$ cat src/rtl/fadd_pkg.sv
`timescale 1ns/1ps
package fadd_pkg;
  localparam int unsigned DEF_EXP_W  = 8;
  localparam int unsigned DEF_FRAC_W = 23;
  localparam int unsigned GRS_W      = 3;  // guard, round, sticky
  localparam int unsigned CLA_GRP    = 4;  // bits per lookahead group
endpackage

$ cat src/rtl/cla_add.sv
`timescale 1ns/1ps
module cla_add #(
  parameter  int unsigned W   = 8,
  localparam int unsigned GRP = fadd_pkg::CLA_GRP,
  localparam int unsigned NG  = (W + GRP - 1) / GRP
) (
  input  logic [W-1:0] x_i,
  input  logic [W-1:0] y_i,
  input  logic         c_i,
  output logic [W-1:0] s_o,
  output logic         co_o
);
  logic [W-1:0]  gen, prp, cry;
  logic [NG-1:0] grp_g, grp_p;
  logic [NG:0]   grp_c;

  assign gen = x_i & y_i;
  assign prp = x_i | y_i;

  // second level: group carries expanded from group generate/propagate
  always_comb begin
    logic acc, prod;
    for (int j = 0; j <= NG; j++) begin
      prod = c_i;
      for (int m = 0; m < j; m++) prod = prod & grp_p[m];
      acc = prod;
      for (int k = 0; k < j; k++) begin
        prod = grp_g[k];
        for (int m = k + 1; m < j; m++) prod = prod & grp_p[m];
        acc = acc | prod;
      end
      grp_c[j] = acc;
    end
  end

  for (genvar gi = 0; gi < NG; gi++) begin : g_grp
    localparam int unsigned LO = gi * GRP;
    localparam int unsigned GW = (LO + GRP > W) ? (W - LO) : GRP;
    logic [GW-1:0] gg, pp, cc;
    logic          gk;

    assign gg = gen[LO +: GW];
    assign pp = prp[LO +: GW];

    always_comb begin
      logic acc, prod;
      gk = 1'b0;
      for (int k = 0; k < GW; k++) begin
        prod = gg[k];
        for (int m = k + 1; m < GW; m++) prod = prod & pp[m];
        gk = gk | prod;
      end
      for (int j = 0; j < GW; j++) begin
        prod = grp_c[gi];
        for (int m = 0; m < j; m++) prod = prod & pp[m];
        acc = prod;
        for (int k = 0; k < j; k++) begin
          prod = gg[k];
          for (int m = k + 1; m < j; m++) prod = prod & pp[m];
          acc = acc | prod;
        end
        cc[j] = acc;
      end
    end

    assign grp_g[gi]     = gk;
    assign grp_p[gi]     = &pp;
    assign cry[LO +: GW] = cc;
  end

  assign s_o  = x_i ^ y_i ^ cry;
  assign co_o = grp_c[NG];
endmodule

$ cat src/rtl/fadd_align.sv
`timescale 1ns/1ps
module fadd_align #(
  parameter  int unsigned EXP_W  = fadd_pkg::DEF_EXP_W,
  parameter  int unsigned FRAC_W = fadd_pkg::DEF_FRAC_W,
  localparam int unsigned W      = 1 + EXP_W + FRAC_W,
  localparam int unsigned XW     = FRAC_W + 1 + fadd_pkg::GRS_W
) (
  input  logic             clk_i,
  input  logic             rst_ni,
  input  logic             in_valid_i,
  input  logic             sub_i,
  input  logic [W-1:0]     a_i,
  input  logic [W-1:0]     b_i,
  output logic             valid_o,
  output logic             sign_o,
  output logic             eff_sub_o,
  output logic [EXP_W-1:0] exp_o,
  output logic [XW-1:0]    big_o,
  output logic [XW-1:0]    small_o
);
  localparam int unsigned GW = fadd_pkg::GRS_W;

  logic [EXP_W-1:0] ea, eb, e_big, e_small, diff;
  logic             za, zb, sa, sb, a_big, sticky;
  logic [W-2:0]     ka, kb;
  logic [XW-1:0]    sig_a, sig_b, sig_big, sig_small, shifted, lost_mask;

  always_comb begin
    ea    = a_i[W-2:FRAC_W];
    eb    = b_i[W-2:FRAC_W];
    za    = (ea == '0);
    zb    = (eb == '0);
    ka    = za ? '0 : a_i[W-2:0];
    kb    = zb ? '0 : b_i[W-2:0];
    sig_a = za ? '0 : {1'b1, a_i[FRAC_W-1:0], {GW{1'b0}}};
    sig_b = zb ? '0 : {1'b1, b_i[FRAC_W-1:0], {GW{1'b0}}};
    sa    = a_i[W-1];
    sb    = b_i[W-1] ^ sub_i;
    a_big = (ka >= kb);

    e_big     = a_big ? ea : eb;
    e_small   = a_big ? eb : ea;
    sig_big   = a_big ? sig_a : sig_b;
    sig_small = a_big ? sig_b : sig_a;
    diff      = e_big - e_small;

    lost_mask = '1;
    if (32'(diff) >= XW) begin
      shifted = '0;
      sticky  = |sig_small;
    end else begin
      lost_mask = ~({XW{1'b1}} << diff);
      shifted   = sig_small >> diff;
      sticky    = |(sig_small & lost_mask);
    end
  end

  always_ff @(posedge clk_i or negedge rst_ni) begin
    if (!rst_ni) begin
      valid_o   <= 1'b0;
      sign_o    <= 1'b0;
      eff_sub_o <= 1'b0;
      exp_o     <= '0;
      big_o     <= '0;
      small_o   <= '0;
    end else begin
      valid_o <= in_valid_i;
      if (in_valid_i) begin
        sign_o    <= a_big ? sa : sb;
        eff_sub_o <= sa ^ sb;
        exp_o     <= e_big;
        big_o     <= sig_big;
        small_o   <= {shifted[XW-1:1], shifted[0] | sticky};
      end
    end
  end
endmodule

$ cat src/rtl/fadd_norm.sv
`timescale 1ns/1ps
module fadd_norm #(
  parameter  int unsigned EXP_W  = fadd_pkg::DEF_EXP_W,
  parameter  int unsigned FRAC_W = fadd_pkg::DEF_FRAC_W,
  localparam int unsigned W      = 1 + EXP_W + FRAC_W,
  localparam int unsigned WW     = FRAC_W + 2 + fadd_pkg::GRS_W,
  localparam int unsigned SIG_W  = FRAC_W + 1
) (
  input  logic             clk_i,
  input  logic             rst_ni,
  input  logic             valid_i,
  input  logic             sign_i,
  input  logic [EXP_W-1:0] exp_i,
  input  logic [WW-1:0]    sum_i,
  output logic             valid_o,
  output logic [W-1:0]     res_o,
  output logic             ovf_o
);
  localparam int unsigned EXT  = EXP_W + 2;
  localparam int unsigned LZ_W = $clog2(WW) + 1;

  logic [LZ_W-1:0]  lz;
  logic             found, uflow, up, ovf_n, is_zero;
  logic [WW-2:0]    m;
  logic [EXT-1:0]   e_in, e, e2;
  logic [SIG_W:0]   rnd;
  logic [FRAC_W-1:0] frac;
  logic [W-1:0]     res_n;

  always_comb begin
    lz    = '0;
    found = 1'b0;
    for (int i = int'(WW) - 2; i >= 0; i--) begin
      if (!found) begin
        if (sum_i[i]) found = 1'b1;
        else          lz    = lz + LZ_W'(1);
      end
    end

    e_in    = EXT'(exp_i);
    is_zero = (sum_i == '0);
    if (sum_i[WW-1]) begin
      m     = sum_i[WW-1:1];
      m[0]  = sum_i[1] | sum_i[0];
      e     = e_in + EXT'(1);
      uflow = 1'b0;
    end else begin
      m     = sum_i[WW-2:0] << lz;
      e     = e_in - EXT'(lz);
      uflow = (EXT'(lz) >= e_in);
    end

    // nearest-even: guard set and (round | sticky | lsb)
    up  = m[2] & (m[1] | m[0] | m[3]);
    rnd = {1'b0, m[WW-2:3]} + (SIG_W+1)'(up);
    if (rnd[SIG_W]) begin
      e2   = e + EXT'(1);
      frac = rnd[FRAC_W:1];
    end else begin
      e2   = e;
      frac = rnd[FRAC_W-1:0];
    end

    ovf_n = 1'b0;
    if (is_zero || uflow) begin
      res_n = '0;
    end else if (e2 >= EXT'({EXP_W{1'b1}})) begin
      res_n = {sign_i, {EXP_W{1'b1}}, {FRAC_W{1'b0}}};
      ovf_n = 1'b1;
    end else begin
      res_n = {sign_i, e2[EXP_W-1:0], frac};
    end
  end

  always_ff @(posedge clk_i or negedge rst_ni) begin
    if (!rst_ni) begin
      valid_o <= 1'b0;
      res_o   <= '0;
      ovf_o   <= 1'b0;
    end else begin
      valid_o <= valid_i;
      if (valid_i) begin
        res_o <= res_n;
        ovf_o <= ovf_n;
      end
    end
  end
endmodule

$ cat src/rtl/fadd_cla.sv
`timescale 1ns/1ps
module fadd_cla #(
  parameter  int unsigned EXP_W  = fadd_pkg::DEF_EXP_W,
  parameter  int unsigned FRAC_W = fadd_pkg::DEF_FRAC_W,
  localparam int unsigned W      = 1 + EXP_W + FRAC_W
) (
  input  logic         clk_i,
  input  logic         rst_ni,
  input  logic         in_valid_i,
  input  logic         sub_i,
  input  logic [W-1:0] a_i,
  input  logic [W-1:0] b_i,
  output logic         out_valid_o,
  output logic [W-1:0] sum_o,
  output logic         ovf_o
);
  localparam int unsigned XW = FRAC_W + 1 + fadd_pkg::GRS_W;
  localparam int unsigned WW = XW + 1;

  // stage 1: align
  logic             s1_valid, s1_sign, s1_sub;
  logic [EXP_W-1:0] s1_exp;
  logic [XW-1:0]    s1_big, s1_small;

  fadd_align #(.EXP_W(EXP_W), .FRAC_W(FRAC_W)) u_align (
    .clk_i      (clk_i),
    .rst_ni     (rst_ni),
    .in_valid_i (in_valid_i),
    .sub_i      (sub_i),
    .a_i        (a_i),
    .b_i        (b_i),
    .valid_o    (s1_valid),
    .sign_o     (s1_sign),
    .eff_sub_o  (s1_sub),
    .exp_o      (s1_exp),
    .big_o      (s1_big),
    .small_o    (s1_small)
  );

  // stage 2: significand add / subtract (two's complement for subtract)
  logic [WW-1:0] cla_x, cla_y, cla_s;
  logic          cla_c, cla_co;

  assign cla_x = {1'b0, s1_big};
  assign cla_y = s1_sub ? ~{1'b0, s1_small} : {1'b0, s1_small};
  assign cla_c = s1_sub;

  cla_add #(.W(WW)) u_cla (
    .x_i  (cla_x),
    .y_i  (cla_y),
    .c_i  (cla_c),
    .s_o  (cla_s),
    .co_o (cla_co)
  );

  logic             s2_valid, s2_sign;
  logic [EXP_W-1:0] s2_exp;
  logic [WW-1:0]    s2_sum;

  always_ff @(posedge clk_i or negedge rst_ni) begin
    if (!rst_ni) begin
      s2_valid <= 1'b0;
      s2_sign  <= 1'b0;
      s2_exp   <= '0;
      s2_sum   <= '0;
    end else begin
      s2_valid <= s1_valid;
      if (s1_valid) begin
        s2_sign <= s1_sign;
        s2_exp  <= s1_exp;
        s2_sum  <= cla_s;
      end
    end
  end

  // stage 3: normalize, round, pack
  fadd_norm #(.EXP_W(EXP_W), .FRAC_W(FRAC_W)) u_norm (
    .clk_i   (clk_i),
    .rst_ni  (rst_ni),
    .valid_i (s2_valid),
    .sign_i  (s2_sign),
    .exp_i   (s2_exp),
    .sum_i   (s2_sum),
    .valid_o (out_valid_o),
    .res_o   (sum_o),
    .ovf_o   (ovf_o)
  );
endmodule

$ cat config.mk
export PLATFORM = sky130hd
export DESIGN_NAME = fadd_cla
export DESIGN_NICKNAME = d
export VERILOG_FILES = /design/src/rtl/fadd_pkg.sv /design/src/rtl/cla_add.sv /design/src/rtl/fadd_align.sv /design/src/rtl/fadd_norm.sv /design/src/rtl/fadd_cla.sv
export SDC_FILE = /design/constraint.sdc
export NUM_CORES = 1
export LEC_CHECK = 0
export BUFFER_PORTS_ARGS = -buffer_cell sky130_fd_sc_hd__buf_2
export CORE_ASPECT_RATIO = 1.75
export CORE_UTILIZATION = 50
export DETAILED_ROUTE_END_ITERATION = 10
export PLACE_DENSITY = 0.68
export SYNTH_ARGS = -nofsm -noshare
export SYNTH_HDL_FRONTEND = slang
export SYNTH_SLANG_ARGS = --single-unit
$ cat constraint.sdc
create_clock -name clk_i -period 27.6 [get_ports clk_i]
set_input_delay 1.38 -clock clk_i [delete_from_list [all_inputs] [get_ports clk_i]]
set_output_delay 1.38 -clock clk_i [all_outputs]
set_load 0.05 [all_outputs]
==> results.cfg <==
[status]
status = finished, final reports clean

[routing]
postRouteWirelength_um = 52800
wl_per_cell_um = 19.6
postRouteAntennaNets = 0
drcViolationCount = 0
vias = 16600
first_pass_iters = 5
drt_iter0_markers = 948
vias_per_cell = 6.14

[yosys]
synth-edff-count = 0
syn_avg_cell_area_sq_um = 7.65
async_reset_ff_share_pct = 100
netlist_area_sq_mm = 0.0170
synth_top_area_share_pct = 19.7
yosysUniqueCellTypes = 103
synth-seq-cells = 134
ys.flop_type = dfrtp_1
syn-num-nets = 2416
synthTopCellsByArea = dfrtp_1, ha_1, mux2i_1, nand2_1, nor2_1
seq_area_frac_synth_pct = 19.7
netlist_instances = 2224
synth_top_cell_by_area = dfrtp_1
ys_warn_count = 0

[clock_tree]
clockBufferDepth = 2
cts.sinks = 134
cts_setup_buffers = 0
ctsResizeCount = 0
h-tree-depth = 4
clkTransAtPathRegs_ps = 70
root_buffer = clkbuf_16
cts_tree = yes
numCtsBuffers = 17
clock_latency_ps = 440
cts_hold_buffers = 0

[global_routing]
grt_overflow = 0
grt_pass1_wl_um = 83300
grt_max_degree = 104
grt_pass1_vias = 16200
antenna_found_initial = 1
grt_usage_pct = 30.5

[layout]
layout-drive-gt1-share_pct = 12.0
nets = 2420
area.growth.synth_to_final_pct = 8.00

[floorplanning]
core_area_sq_mm = 0.0336
ios = 102
row_count = 89
die_w_um = 141
start_util_pct = 50.6
dieHeight_um = 246
die_area_sq_mm = 0.0348

[place]
pre_cts_slack_ps = 7140
place_hpwl_um = 42200
place_congestion = 0.945
port-buffer-count = 101

[critical_path]
endpoint_kind = flop
crit_path_max_fanout = 24
cp.required_ps = 27960
critPathMostFrequentCell = ha_1
max_stage_delay_ps = 810
start_kind = flop
criticalPathCategory = flop to flop
cp_slowest_cell = nor4_4
arrival_ps = 21130

[timing]
max_freq_ghz = 0.0482
relSlewSlack_pct = 26.7
worstMarginPinSlew_ps = 1090
fin_ws_ps = 6830
rsz0062_at_grt = no
period_needed_ps = 20770
finalHoldViolCount = 0
fin_crit_sh_pct = 75.2
final-max-slew-violation-count = 0
fin_skew_ps = 7.85
setup_tns_ps = 0
setup_viol = 0

[run]
maxCapViolCount = 0

[hold_path]
min-delay-path-class = flop to flop

[power_and_ir_drop]
p_leak_uw = 0.00816
max-vdd-ir-drop_v = 0.0000480
p_per_area_mw_per_mm2 = 101
-- per-stage QoR --
stage / total power [uW] / cell area [sq um] / util, % / hold slack (ps) / std cells
2_1_floorplan: 1270 / 17000 / - / 352 / 2224
3_3_place_gp: 1600 / 17800 / 52.8 / 471 / 2664
3_5_place_dp: 1610 / 17800 / 52.8 / 473 / 2664
4_1_cts: 1850 / 18400 / 54.6 / 491 / 2696
5_1_grt: 2000 / 18400 / 54.6 / 505 / 2697
6_report: 1860 / 18400 / 54.6 / 486 / 2697
-- flip-flops by register name, summed over array words and instances (netlist names) --
register and cells:
u_align.big_o 24, u_align.valid_o 1, s2_exp 8, u_align.sign_o 1, u_align.eff_sub_o 1, u_norm.valid_o 1
u_align.exp_o 8, s2_sign 1, u_align.small_o 27, s2_sum 28, u_norm.res_o 32, s2_valid 1
u_norm.ovf_o 1
-- cell type report --
type / count / area, sq um
Inverter: 145 / 544
Multi-Input combinational cell: 1804 / 12600
Fill cell: 3315 / 15300
Sequential cell: 134 / 3350
Clock inverter: 14 / 164
Antenna cell: 1 / 2.50
Timing Repair Buffer: 126 / 699
Tap cell: 455 / 569
Clock buffer: 18 / 439
-- logic make-up after synthesis --
logic type,after synthesis,share of synthesized area (%)
compound gates,607,23.5
xor+xnor,153,9.31
fa+ha+maj,126,9.55
buf+inv,286,6.48
flops,134,19.7
mux,152,9.82
simple gates,766,21.6
-- cell usage after synthesis, types with 13 or more instances --
cell type and number:
nand2_1 228, nor2_1 228, a21oi_1 154, inv_1 139
dfrtp_1 134, o21ai_0 129, clkbuf_1 117, ha_1 117
mux2i_1 96, xnor2_1 75, nand3_1 67, xor2_1 58
mux2_2 48, nor3_1 47, a31oi_1 44, o2bb2ai_1 40
nor2b_1 33, o211ai_1 24, and2_1 22, nand4_1 20
nand2b_1 19, o21a_1 19, o22ai_1 18, or3_1 18
and3_1 17, nor4_1 17, a21o_1 16, a211oi_1 15
buf_1 15, a22oi_1 13
-- critical path, delay by kind of cell (launching register included) --
family                   cells  cell delay, ps
flip-flops                   1             480
AND/OR/NAND/NOR             22            4080
buffers and inverters        6             910
multiplexers                10            2220
AO/OA/AOI/OAI               30            5770
adder cells (fa/ha/maj)     22            7210
-- layer usage --
layer / wire, um / GRT usage, % / part of all wire (%)
met5: 0 / 0 / 0
met4: 4310 / 22.5 / 8.2
met3: 1690 / 2.99 / 3.2
met2: 27600 / 58.4 / 52
met1: 19200 / 30.2 / 36
-- placed cells by master (no fill, tap or decap), types with 57 or more instances in the layout --
master and n:
a21oi_1 154, xor2_1 57, xnor2_1 73, nand3_1 67, nand2_1 228, ha_1 117
dfrtp_1 133, buf_2 100, mux2i_1 96, inv_1 139, nor2_1 227, o21ai_0 129
-- final timing paths --
| kind | startpoint | end | slack, ps | cells past startpoint |
|---|---|---|---|---|
| max | s2_sum[23] | u_norm.res_o[4] | 6830 | 90 |
| min reg2reg | u_norm.res_o[8] | u_norm.res_o[8] | 490 | 1 |
| max reg2reg | s2_sum[23] | u_norm.res_o[4] | 6830 | 90 |
| min in group asynchronous | rst_ni | u_norm.res_o[9] | 880 | 1 |
| max in group asynchronous | rst_ni | u_align.small_o[6] | 25320 | 2 |
| min | u_norm.res_o[8] | u_norm.res_o[8] | 490 | 1 |
-- power by group --
part / total, uW / switching (uW) / leakage (uW) / internal (uW)
logic: 1290 / 815 / 0.00623 / 471
registers: 345 / 95.1 / 0.00164 / 250
clock network: 232 / 94.7 / 0.000292 / 138
Power figures use the tool's default switching activity.
